===== src/rtl/hop_pkg.sv =====
// hop_pkg: widths, register offsets and the configuration record shared by
// the hop sequencer modules. Offsets are byte addresses on a 12-bit bus.
package hop_pkg;
    localparam int DATA_W = 32;
    localparam int IDX_W  = 3;
    localparam int ADDR_W = 12;

    localparam logic [ADDR_W-1:0] OFS_DWELL  = 12'h100;
    localparam logic [ADDR_W-1:0] OFS_HOP    = 12'h104;
    localparam logic [ADDR_W-1:0] OFS_FORCE  = 12'h108;
    localparam logic [ADDR_W-1:0] OFS_MIDX   = 12'h120;
    localparam logic [ADDR_W-1:0] OFS_MEN    = 12'h124;

    typedef struct packed {
        logic [DATA_W-1:0] dwell;
        logic              hop_en;
        logic              force_en;
        logic [IDX_W-1:0]  man_idx;
        logic              man_en;
    } hop_cfg_t;
endpackage


===== src/rtl/hop_regs.sv =====
// hop_regs: control register bank. Writes land on the clock edge that
// samples reg_wr. Reads are combinational and return zero-extended fields.
// Assumes a full 12-bit address decode; unmapped offsets read as zero.
module hop_regs
    import hop_pkg::*;
(
    input  logic              clk,
    input  logic              rst_n,
    input  logic              wr,
    input  logic [ADDR_W-1:0] addr,
    input  logic [DATA_W-1:0] wdata,
    output logic [DATA_W-1:0] rdata,
    output hop_cfg_t          cfg
);
    // Store the written field of the addressed register.
    always_ff @(posedge clk) begin
        if (!rst_n) begin
            cfg <= '0;
        end else if (wr) begin
            case (addr)
                OFS_DWELL: cfg.dwell    <= wdata;
                OFS_HOP:   cfg.hop_en   <= wdata[0];
                OFS_FORCE: cfg.force_en <= wdata[0];
                OFS_MIDX:  cfg.man_idx  <= wdata[IDX_W-1:0];
                OFS_MEN:   cfg.man_en   <= wdata[0];
                default:   ;
            endcase
        end
    end

    // Return the addressed field, zero-extended.
    always_comb begin
        rdata = '0;
        case (addr)
            OFS_DWELL: rdata = cfg.dwell;
            OFS_HOP:   rdata[0] = cfg.hop_en;
            OFS_FORCE: rdata[0] = cfg.force_en;
            OFS_MIDX:  rdata[IDX_W-1:0] = cfg.man_idx;
            OFS_MEN:   rdata[0] = cfg.man_en;
            default:   rdata = '0;
        endcase
    end

    AST_DWELL_WRITE: assert property (@(posedge clk) disable iff (!rst_n)
        (wr && addr == OFS_DWELL) |=> (cfg.dwell == $past(wdata)));
endmodule


===== src/rtl/hop_seq.sv =====
// hop_seq: dwell counter and profile rotation. While active, each
// sample_valid cycle counts. When a dwell of SETTLE+dwell samples ends, the
// index steps by one (wrapping) and the count restarts. While inactive, the
// count is held at zero and the index is frozen. Assumes SETTLE >= 1.
module hop_seq
    import hop_pkg::*;
#(
    parameter int SETTLE = 20,
    localparam int CNT_W = DATA_W + 1
) (
    input  logic              clk,
    input  logic              rst_n,
    input  logic              active,
    input  logic              sample_valid,
    input  logic [DATA_W-1:0] dwell,
    output logic [IDX_W-1:0]  seq_idx,
    output logic              settled
);
    logic [CNT_W-1:0] cnt;
    logic [CNT_W-1:0] last;

    assign last    = CNT_W'(SETTLE - 1) + CNT_W'(dwell);
    assign settled = (cnt >= CNT_W'(SETTLE));

    // Count samples and rotate the index when a dwell ends.
    always_ff @(posedge clk) begin
        if (!rst_n) begin
            cnt     <= '0;
            seq_idx <= '0;
        end else if (!active) begin
            cnt <= '0;
        end else if (sample_valid) begin
            if (cnt >= last) begin
                cnt     <= '0;
                seq_idx <= seq_idx + 1'b1;
            end else begin
                cnt <= cnt + 1'b1;
            end
        end
    end

    AST_ONE_STEP: assert property (@(posedge clk) disable iff (!rst_n)
        (seq_idx != $past(seq_idx)) |-> (seq_idx == IDX_W'($past(seq_idx) + 1'b1)));
    AST_FROZEN_OFF: assert property (@(posedge clk) disable iff (!rst_n)
        !active |=> $stable(seq_idx));
    AST_IDLE_CLEAR: assert property (@(posedge clk) disable iff (!rst_n)
        !active |=> !settled);
endmodule


===== src/rtl/hop_sequencer.sv =====
// hop_sequencer: top level. It joins the register bank and the sequencer,
// applies the manual override to the index, gates capture to the settled
// part of a dwell (or forces it), and pulses when the index changes.
module hop_sequencer
    import hop_pkg::*;
#(
    parameter int SETTLE = 20
) (
    input  logic              clk,
    input  logic              rst_n,
    input  logic              reg_wr,
    input  logic [ADDR_W-1:0] reg_addr,
    input  logic [DATA_W-1:0] reg_wdata,
    output logic [DATA_W-1:0] reg_rdata,
    input  logic              sample_valid,
    output logic [IDX_W-1:0]  profile_idx,
    output logic              capture_en,
    output logic              profile_change
);
    hop_cfg_t         cfg;
    logic [IDX_W-1:0] seq_idx;
    logic [IDX_W-1:0] idx_q;
    logic             settled;
    logic             active;

    hop_regs u_regs (
        .clk   (clk),
        .rst_n (rst_n),
        .wr    (reg_wr),
        .addr  (reg_addr),
        .wdata (reg_wdata),
        .rdata (reg_rdata),
        .cfg   (cfg)
    );

    assign active = cfg.hop_en & ~cfg.man_en;

    hop_seq #(.SETTLE(SETTLE)) u_seq (
        .clk          (clk),
        .rst_n        (rst_n),
        .active       (active),
        .sample_valid (sample_valid),
        .dwell        (cfg.dwell),
        .seq_idx      (seq_idx),
        .settled      (settled)
    );

    assign profile_idx    = cfg.man_en ? cfg.man_idx : seq_idx;
    assign capture_en     = cfg.force_en | (active & settled);
    assign profile_change = (profile_idx != idx_q);

    // Remember last cycle's index for change detection.
    always_ff @(posedge clk) begin
        if (!rst_n) idx_q <= '0;
        else        idx_q <= profile_idx;
    end

    AST_SETTLE_GAP: assert property (@(posedge clk) disable iff (!rst_n)
        (profile_change && !cfg.force_en) |-> !capture_en);
    AST_MANUAL_HOLD: assert property (@(posedge clk) disable iff (!rst_n)
        (cfg.man_en && $past(cfg.man_en) && $stable(cfg.man_idx)) |-> !profile_change);
endmodule


===== config.mk =====
export PLATFORM = sky130hd
export DESIGN_NAME = hop_sequencer
export DESIGN_NICKNAME = d
export VERILOG_FILES = /design/src/rtl/hop_pkg.sv /design/src/rtl/hop_regs.sv /design/src/rtl/hop_seq.sv /design/src/rtl/hop_sequencer.sv
export SDC_FILE = /design/constraint.sdc
export NUM_CORES = 1
export LEC_CHECK = 0
export BUFFER_PORTS_ARGS = -buffer_cell sky130_fd_sc_hd__clkbuf_2
export CORE_MARGIN = 4
export CORE_UTILIZATION = 40
export DETAILED_ROUTE_END_ITERATION = 10
export SLEW_MARGIN = 20
export SYNTH_ARGS = -nofsm -noshare
export SYNTH_HDL_FRONTEND = slang
export SYNTH_HIERARCHICAL = 1
export SYNTH_SLANG_ARGS = --single-unit

===== constraint.sdc =====
create_clock -name clk -period 7.48 [get_ports clk]
set_clock_uncertainty 0.2 [all_clocks]
set_input_delay 0.748 -clock clk [delete_from_list [all_inputs] [get_ports clk]]
set_output_delay 0.748 -clock clk [all_outputs]
set_load 0.1 [all_outputs]

==> flow_results.xml, run 1 <==
<?xml version="1.0" encoding="UTF-8"?>
<metrics>
  <group name="clock_tree">
    <metric name="cts_setup_buffers" unit="">0</metric>
    <metric name="cts_buffer_depth" unit="">2</metric>
    <metric name="tritoncts" unit="">done</metric>
    <metric name="numClockSinks" unit="">77</metric>
    <metric name="cts_max_level" unit="">3</metric>
    <metric name="cts-buffers-inserted" unit="">9</metric>
    <metric name="worst_setup_hold_path_clk_slew" unit="ps">60</metric>
    <metric name="cts_resized" unit="">0</metric>
    <metric name="clk-insertion-delay-late" unit="ps">330</metric>
    <metric name="clock-root-buffer" unit="">clkbuf_16</metric>
    <metric name="post_cts_hold_buffer_count" unit="">0</metric>
  </group>
  <group name="yosys">
    <metric name="synth_enable_flop_cells" unit="">0</metric>
    <metric name="yosysTopAreaCellShare" unit="%">29.09</metric>
    <metric name="postSynth.asyncResetShare" unit="%">0</metric>
    <metric name="synth.cells.most_frequent" unit="">110 x nand2_1, 77 x dfxtp_1, 51 x nor2_1</metric>
    <metric name="post-synth-top-count-cell" unit="">nand2_1</metric>
    <metric name="synthTopCellsByArea" unit="">dfxtp_1 29%, mux2i_1 8.9%, ha_1 8.7%</metric>
    <metric name="postSynthRegisterBits" unit="">77</metric>
    <metric name="synth-main-ff-cell" unit="">dfxtp_1</metric>
    <metric name="netlist_area" unit="µm²">5299</metric>
    <metric name="syn-num-nets" unit="">689</metric>
    <metric name="postSynthCellCount" unit="">604</metric>
    <metric name="yosys_warning_total" unit="">6</metric>
    <metric name="synth.distinct_cells" unit="">52</metric>
    <metric name="synth_sequential_area_ratio" unit="%">29.09</metric>
    <metric name="yosys.area.top_type" unit="">dfxtp_1</metric>
    <metric name="syn_area_per_cell" unit="µm²">8.773</metric>
  </group>
  <group name="critical_path">
    <metric name="critical_path.top_delay_family" unit="">simple AND/OR/NAND/NOR gates</metric>
    <metric name="timing.setup.critical_path_class" unit="">flip-flop to flip-flop</metric>
    <metric name="critPathRequiredTime" unit="ps">7470</metric>
    <metric name="critPathCaptureType" unit="">flip-flop</metric>
    <metric name="worst_setup_path_start_kind" unit="">flip-flop</metric>
    <metric name="critical_path_arrival" unit="ps">4410</metric>
    <metric name="worstPathMaxFanout" unit="">30</metric>
    <metric name="cp_slowest_stage_delay" unit="ps">590</metric>
    <metric name="cp_most_frequent_cell" unit="">nor2_1</metric>
    <metric name="slowest_stage" unit="">nor2_1</metric>
    <metric name="crit_buf_inv" unit="">1</metric>
    <metric name="path_cells" unit="">inv_1 &gt; ha_1 &gt; nor2_1 &gt; nor2_1 &gt; nor2_1 &gt; nand4_1 &gt; xor2_1 &gt; ha_1 &gt; nand4_1 &gt; nor4_2 &gt; nand2_1 &gt; a211oi_2 &gt; nor3_4 &gt; o21bai_4 &gt; nor2_1</metric>
  </group>
  <group name="floorplanning">
    <metric name="core-area" unit="µm²">12770</metric>
    <metric name="io_pins" unit="">85</metric>
    <metric name="floorplan.die_area" unit="µm²">15150</metric>
    <metric name="starting_utilization_of_the_core_area" unit="%">41.48</metric>
    <metric name="dieWidth" unit="µm">123.1</metric>
    <metric name="die_h" unit="µm">123.1</metric>
    <metric name="placement_rows" unit="">41</metric>
  </group>
  <group name="power">
    <metric name="power.density" unit="nW/µm²">145.9</metric>
    <metric name="peakVddDrop" unit="mV">0.1005</metric>
    <metric name="leakagePower" unit="µW">0.002674</metric>
  </group>
  <group name="job">
    <metric name="drv.max_cap_violation_count" unit="">0</metric>
  </group>
  <group name="cells_and_area">
    <metric name="antenna_cells" unit="">0</metric>
    <metric name="post_route_cells_drive_above_1_share" unit="%">22.91</metric>
    <metric name="finish.cell_count_without_fillers" unit="">853</metric>
    <metric name="postLayoutCoreUtil" unit="%">47.89</metric>
    <metric name="nets" unit="">761</metric>
    <metric name="multi_input_comb_area" unit="µm²">3560</metric>
    <metric name="fillerInstances" unit="">1203</metric>
    <metric name="finish.instance_area" unit="µm²">6117</metric>
    <metric name="area.sequential" unit="µm²">1541</metric>
    <metric name="syn2layout_area_growth" unit="%">15.44</metric>
  </group>
  <group name="routing">
    <metric name="wl" unit="mm">12.76</metric>
    <metric name="route.detailed.vias_per_inst" unit="">5.218</metric>
    <metric name="dr_total_vias" unit="">4451</metric>
    <metric name="post-route-drc-count" unit="">0</metric>
    <metric name="first_iter_violations" unit="">201</metric>
    <metric name="route.antenna.remaining_nets" unit="">0</metric>
    <metric name="wl_per_cell" unit="µm">14.95</metric>
    <metric name="first_pass_iters" unit="">4</metric>
  </group>
  <group name="timing">
    <metric name="post-route-period-util" unit="%">59.12</metric>
    <metric name="final_hold_viol_count" unit="">0</metric>
    <metric name="final_period_minus_worst_setup_slack" unit="ps">4422</metric>
    <metric name="final-setup-viol-count" unit="">0</metric>
    <metric name="tightestPinTransition" unit="ps">824.2</metric>
    <metric name="fmax" unit="MHz">226.1</metric>
    <metric name="rsz0062_at_grt" unit="">false</metric>
    <metric name="final_count_of_pins_violating_max_slew" unit="">0</metric>
    <metric name="worst_slew_margin_rel" unit="%">44.95</metric>
    <metric name="timing.setup.tns" unit="ps">0</metric>
  </group>
  <group name="worst_hold_path">
    <metric name="hp-class" unit="">flip-flop to flip-flop</metric>
  </group>
  <group name="status">
    <metric name="status" unit="">complete, no violations</metric>
  </group>
  <group name="place">
    <metric name="io_buffer_count" unit="">84</metric>
    <metric name="dp_cells" unit="">837</metric>
    <metric name="gpl_wtd_cong" unit="">0.8635</metric>
    <metric name="place_area" unit="µm²">5808</metric>
    <metric name="place_hpwl" unit="mm">9.713</metric>
  </group>
  <group name="grt">
    <metric name="grt_pass1_vias" unit="">4405</metric>
    <metric name="antenna_found_initial" unit="">0</metric>
    <metric name="grt_usage" unit="%">17.47</metric>
    <metric name="grt_pass1_wl" unit="mm">21.45</metric>
    <metric name="gr-total-overflow" unit="">0</metric>
    <metric name="grt_max_degree" unit="">81</metric>
  </group>
</metrics>
==> routing by layer <==
layer / routed length, µm / global-route usage (%) / vias up
met5: 0 / 0 / -
met4: 137 / 4.221 / 0
met3: 447 / 3.751 / 11
met2: 5756 / 26.82 / 88
met1: 6415 / 25.04 / 2093
li1: - / - / 2259
==> logic make-up (layout without fill, tap and decap cells) <==
group	after synthesis	after routing	share of synthesized area, %
simple gates	302	302	34.43
flops	77	77	29.09
xor+xnor	63	63	10.41
mux	47	47	8.878
compound gates	39	39	4.723
buf+inv	39	116	3.731
fa+ha+maj	37	37	8.737
==> worst reg2reg max path: cells and delay by family, from the launching register on <==
kind                       cells  cell delay (ps)
and+or+nand+nor                9             2050
buffers and inverters          1               70
adders and majority gates      2              540
xor gates and xnor gates       1              190
DFF                            1              360
AOI/OAI and AO/OA              2              870
==> power breakdown <==
group	switching, µW	internal [µW]	total (µW)
Combinational	22.3	14.4	36.7
Clock	177	269	446
Sequential	0.0307	410	410
Total	199	693	893
==> final timing paths <==
| kind | startpoint | endpoint | slack [ps] | cells after the start |
|---|---|---|---|---|
| worst min-delay path | u_regs/cfg[5]$_SDFFE_PN0P_ | u_regs/cfg[5]$_SDFFE_PN0P_ | 270 | 2 |
| worst max-delay path | u_regs/cfg[6]$_SDFFE_PN0P_ | u_seq/cnt[14]$_SDFFE_PN0P_ | 3060 | 15 |
| worst max register to register | u_regs/cfg[6]$_SDFFE_PN0P_ | u_seq/cnt[14]$_SDFFE_PN0P_ | 3060 | 15 |
| worst min register to register | u_regs/cfg[5]$_SDFFE_PN0P_ | u_regs/cfg[5]$_SDFFE_PN0P_ | 270 | 2 |
==> state kept, by name (all words and copies together) (netlist names) <==
name           cells
u_seq/seq_idx      3
u_regs/cfg        38
u_seq/cnt         33
idx_q              3
==> area by class of cell <==
class | instances | share of cell area, %
Inverter | 13 | 0.7977
Sequential cell | 77 | 25.20
Clock inverter | 6 | 1.145
Clock buffer | 10 | 3.907
Timing Repair Buffer | 87 | 7.241
Tap cell | 172 | 3.518
Multi-Input combinational cell | 488 | 58.19
==> per-stage QoR <==
| step | hold WS (ps) | setup slack, ps | total power [µW] |
|---|---|---|---|
| after CTS | 273.1 | 3059 | 905.3 |
| after global placement | 262.0 | 3298 | 455.8 |
| final | 272.7 | 3058 | 892.7 |
| after floorplan | 242.0 | 2896 | 438.1 |
| after global routing | 306.3 | 2656 | 928.7 |
| after detailed placement | 265.1 | 3128 | 456.0 |
==> layout by cell type, fill, tap and decap left out, types with 2 or more instances in the layout <==
cell	instances
nand4_1	24
xor2_1	50
nor3b_2	28
buf_4	3
and4_1	4
nor3_2	3
ha_1	37
nor4_1	7
and3_1	11
and2b_2	2
or2_2	2
dfxtp_1	77
o21ai_0	8
nor3_1	5
nor4bb_1	5
clkbuf_16	9
a21o_1	3
nand2_1	110
and2b_1	2
nand4_2	3
nand4_4	3
nand2b_1	2
clkinvlp_4	3
nand3_1	24
a21oi_1	18
and4b_1	2
nor2_1	51
inv_1	13
and2_1	2
mux2i_1	47
nor4_4	2
nor3b_1	2
xnor2_1	13
clkbuf_2	84
Power figures use the tool's default switching activity.
==> run 2, diff against run 1 <==
Clock period 7.48 ns to 4.2 ns, I/O delays scaled along.
==> run 2 against run 1 <==
Final area rose by 1.2%; total power grew 85%; sequential share of layout area down 0.29 points; final cell count rose by 0.70%; sequential power grew 78%; fmax up 18%; combinational power up 82%; worst hold slack got worse by 180 ps; clock power is 91% higher; critical path type unchanged; highest routed layer unchanged.
==> flow_results.xml, run 2 (synthesized netlist as in run 1, its figures left out) <==
<?xml version="1.0" encoding="UTF-8"?>
<metrics>
  <group name="place">
    <metric name="place_hpwl" unit="mm">9.781</metric>
    <metric name="dp_cells" unit="">843</metric>
    <metric name="gpl_wtd_cong" unit="">0.8695</metric>
    <metric name="io_buffer_count" unit="">84</metric>
    <metric name="place_worst_setup_slack" unit="ps">471.5</metric>
  </group>
  <group name="grt">
    <metric name="grt_max_degree" unit="">42</metric>
    <metric name="antenna_found_initial" unit="">0</metric>
    <metric name="grt_pass1_wl" unit="mm">21.73</metric>
    <metric name="grt_usage" unit="%">17.98</metric>
    <metric name="gr-total-overflow" unit="">0</metric>
    <metric name="grt_pass1_vias" unit="">4310</metric>
  </group>
  <group name="floorplanning">
    <metric name="placement_rows" unit="">41</metric>
    <metric name="dieWidth" unit="µm">123.1</metric>
    <metric name="floorplan.die_area" unit="µm²">15150</metric>
    <metric name="io_pins" unit="">85</metric>
    <metric name="starting_utilization_of_the_core_area" unit="%">41.48</metric>
    <metric name="die_h" unit="µm">123.1</metric>
    <metric name="core-area" unit="µm²">12770</metric>
  </group>
  <group name="routing">
    <metric name="first_iter_violations" unit="">199</metric>
    <metric name="route.detailed.vias_per_inst" unit="">5.212</metric>
    <metric name="first_pass_iters" unit="">4</metric>
    <metric name="dr_total_vias" unit="">4477</metric>
    <metric name="wl" unit="mm">12.85</metric>
    <metric name="wl_met3" unit="µm">629</metric>
    <metric name="wl_per_cell" unit="µm">14.96</metric>
    <metric name="topRoutingLayerUsed" unit="">met4</metric>
    <metric name="post-route-drc-count" unit="">0</metric>
    <metric name="routed_met2_length" unit="mm">5.507</metric>
    <metric name="route.antenna.remaining_nets" unit="">0</metric>
    <metric name="detail_route.wirelength.met1" unit="mm">6.369</metric>
  </group>
  <group name="power">
    <metric name="seq_power_share" unit="%">44.3</metric>
    <metric name="p_switching" unit="µW">370.4</metric>
    <metric name="power.density" unit="nW/µm²">266.5</metric>
    <metric name="internal_power" unit="µW">1279</metric>
    <metric name="comb_power_share" unit="%">4.1</metric>
    <metric name="peakVddDrop" unit="mV">0.1552</metric>
    <metric name="post-layout-total-power" unit="µW">1649</metric>
    <metric name="leakagePower" unit="µW">0.002722</metric>
    <metric name="netSwitchingFraction" unit="%">22.46</metric>
    <metric name="share_clk_of_total_power" unit="%">51.7</metric>
  </group>
  <group name="clock_tree">
    <metric name="post_cts_hold_buffer_count" unit="">0</metric>
    <metric name="cts_buffer_depth" unit="">2</metric>
    <metric name="cts_setup_buffers" unit="">0</metric>
    <metric name="clk-insertion-delay-late" unit="ps">350</metric>
    <metric name="cts-buffers-inserted" unit="">9</metric>
    <metric name="tritoncts" unit="">done</metric>
    <metric name="clock-root-buffer" unit="">clkbuf_16</metric>
    <metric name="cts_max_level" unit="">3</metric>
    <metric name="numClockSinks" unit="">77</metric>
    <metric name="cts_resized" unit="">0</metric>
    <metric name="worst_setup_hold_path_clk_slew" unit="ps">60</metric>
  </group>
  <group name="timing">
    <metric name="final_count_of_pins_violating_max_slew" unit="">0</metric>
    <metric name="tightestPinTransition" unit="ps">833.5</metric>
    <metric name="fmax" unit="MHz">267.2</metric>
    <metric name="post-route-period-util" unit="%">89.12</metric>
    <metric name="final_period_minus_worst_setup_slack" unit="ps">3743</metric>
    <metric name="worst_slew_margin_rel" unit="%">44.33</metric>
    <metric name="timing.setup.tns" unit="ps">0</metric>
    <metric name="postLayoutSetupSlackWorst" unit="ps">457.0</metric>
    <metric name="final_hold_viol_count" unit="">0</metric>
    <metric name="final-setup-viol-count" unit="">0</metric>
    <metric name="rsz0062_at_grt" unit="">false</metric>
  </group>
  <group name="critical_path">
    <metric name="critical_path_arrival" unit="ps">3780</metric>
    <metric name="r2r.worst_path.cells" unit="">16</metric>
    <metric name="critPathRequiredTime" unit="ps">4230</metric>
    <metric name="timing.setup.critical_path_class" unit="">flip-flop to flip-flop</metric>
    <metric name="critPathCaptureType" unit="">flip-flop</metric>
    <metric name="worst_setup_path_start_kind" unit="">flip-flop</metric>
    <metric name="worstPathMaxFanout" unit="">30</metric>
  </group>
  <group name="cells_and_area">
    <metric name="antenna_cells" unit="">0</metric>
    <metric name="layout_commonest_cell" unit="">nand2_1</metric>
    <metric name="largest_register_ff_count" unit="">38</metric>
    <metric name="layout.cells.most_common_list" unit="">110 x nand2_1, 84 x clkbuf_2, 77 x dfxtp_1, 51 x nor2_1, 50 x xor2_1</metric>
    <metric name="syn2layout_area_growth" unit="%">16.79</metric>
    <metric name="fillerInstances" unit="">1211</metric>
    <metric name="post_route_cells_drive_above_1_share" unit="%">23.58</metric>
    <metric name="top_regs" unit="">u_regs/cfg (38), u_seq/cnt (33)</metric>
    <metric name="largest-register" unit="">u_regs/cfg</metric>
    <metric name="nets" unit="">767</metric>
    <metric name="finish.cell_count_without_fillers" unit="">859</metric>
  </group>
  <group name="worst_hold_path">
    <metric name="holdPathStages" unit="">3</metric>
    <metric name="hp-class" unit="">input port to flip-flop</metric>
  </group>
  <group name="job">
    <metric name="drv.max_cap_violation_count" unit="">0</metric>
  </group>
  <group name="status">
    <metric name="status" unit="">complete, no violations</metric>
  </group>
</metrics>
==> run 2: through the flow <==
stage / cell area, µm² / hold slack (ps) / utilization (%)
after CTS: 6188 / 82.52 / 48.45
after detailed placement: 5866 / 277.7 / 45.92
final: 6188 / 89.50 / 48.45
after global placement: 5866 / 254.6 / 45.92
after floorplan: 5299 / 242.0 / -
after global routing: 6188 / 85.47 / 48.45
==> run 2: power by group through the flow <==
stage	registers, µW	logic [µW]	clock network, µW
2_1_floorplan	747	33.7	0
3_3_place_gp	747	65.5	0
3_5_place_dp	747	66.8	0
4_1_cts	730	67.0	874
5_1_grt	730	74.5	903
6_report	730	66.8	852
==> run 2: worst max-delay path: stages, from the launching register on <==
cell and delay (ps):
dfxtp_1 420, and4_1 260, and3_1 270, and4_1 230
and2_1 170, nand3_1 90, nor2_1 150, xnor2_1 80
ha_1 300, nand4_1 140, nor4_2 360, nand2_1 150
nor2_1 270, nor3_4 110, o21bai_4 160, buf_12 190
nor2_1 70
==> run 2: final cells by class <==
| type | count | area [µm²] | area share [%] |
|---|---|---|---|
| tap | 172 | 215.2 | 3.478 |
| multi-input combinational | 488 | 3560 | 57.52 |
| clock buffer | 9 | 225.2 | 3.639 |
| clock inverter | 7 | 97.59 | 1.577 |
| inverter | 13 | 48.80 | 0.7885 |
| timing repair buffer | 93 | 500.5 | 8.087 |
| sequential | 77 | 1541 | 24.91 |
==> run 2: path summary, 6_finish.rpt <==
check / end / from / slack (ps)
worst max-delay path: u_seq/cnt[16]$_SDFFE_PN0P_ / u_regs/cfg[16]$_SDFFE_PN0P_ / 460
worst max register to register: u_seq/cnt[16]$_SDFFE_PN0P_ / u_regs/cfg[16]$_SDFFE_PN0P_ / 460
worst min register to register: u_regs/cfg[2]$_SDFFE_PN0P_ / u_regs/cfg[2]$_SDFFE_PN0P_ / 290
worst min-delay path: u_regs/cfg[13]$_SDFFE_PN0P_ / reg_wdata[7] / 90
==> run 2: metal layers <==
| layer | GRT usage (%) | up-vias |
|---|---|---|
| li1 | - | 2264 |
| met2 | 25.86 | 117 |
| met3 | 3.568 | 24 |
| met1 | 25.77 | 2072 |
| met5 | 0 | - |
| met4 | 8.374 | 0 |
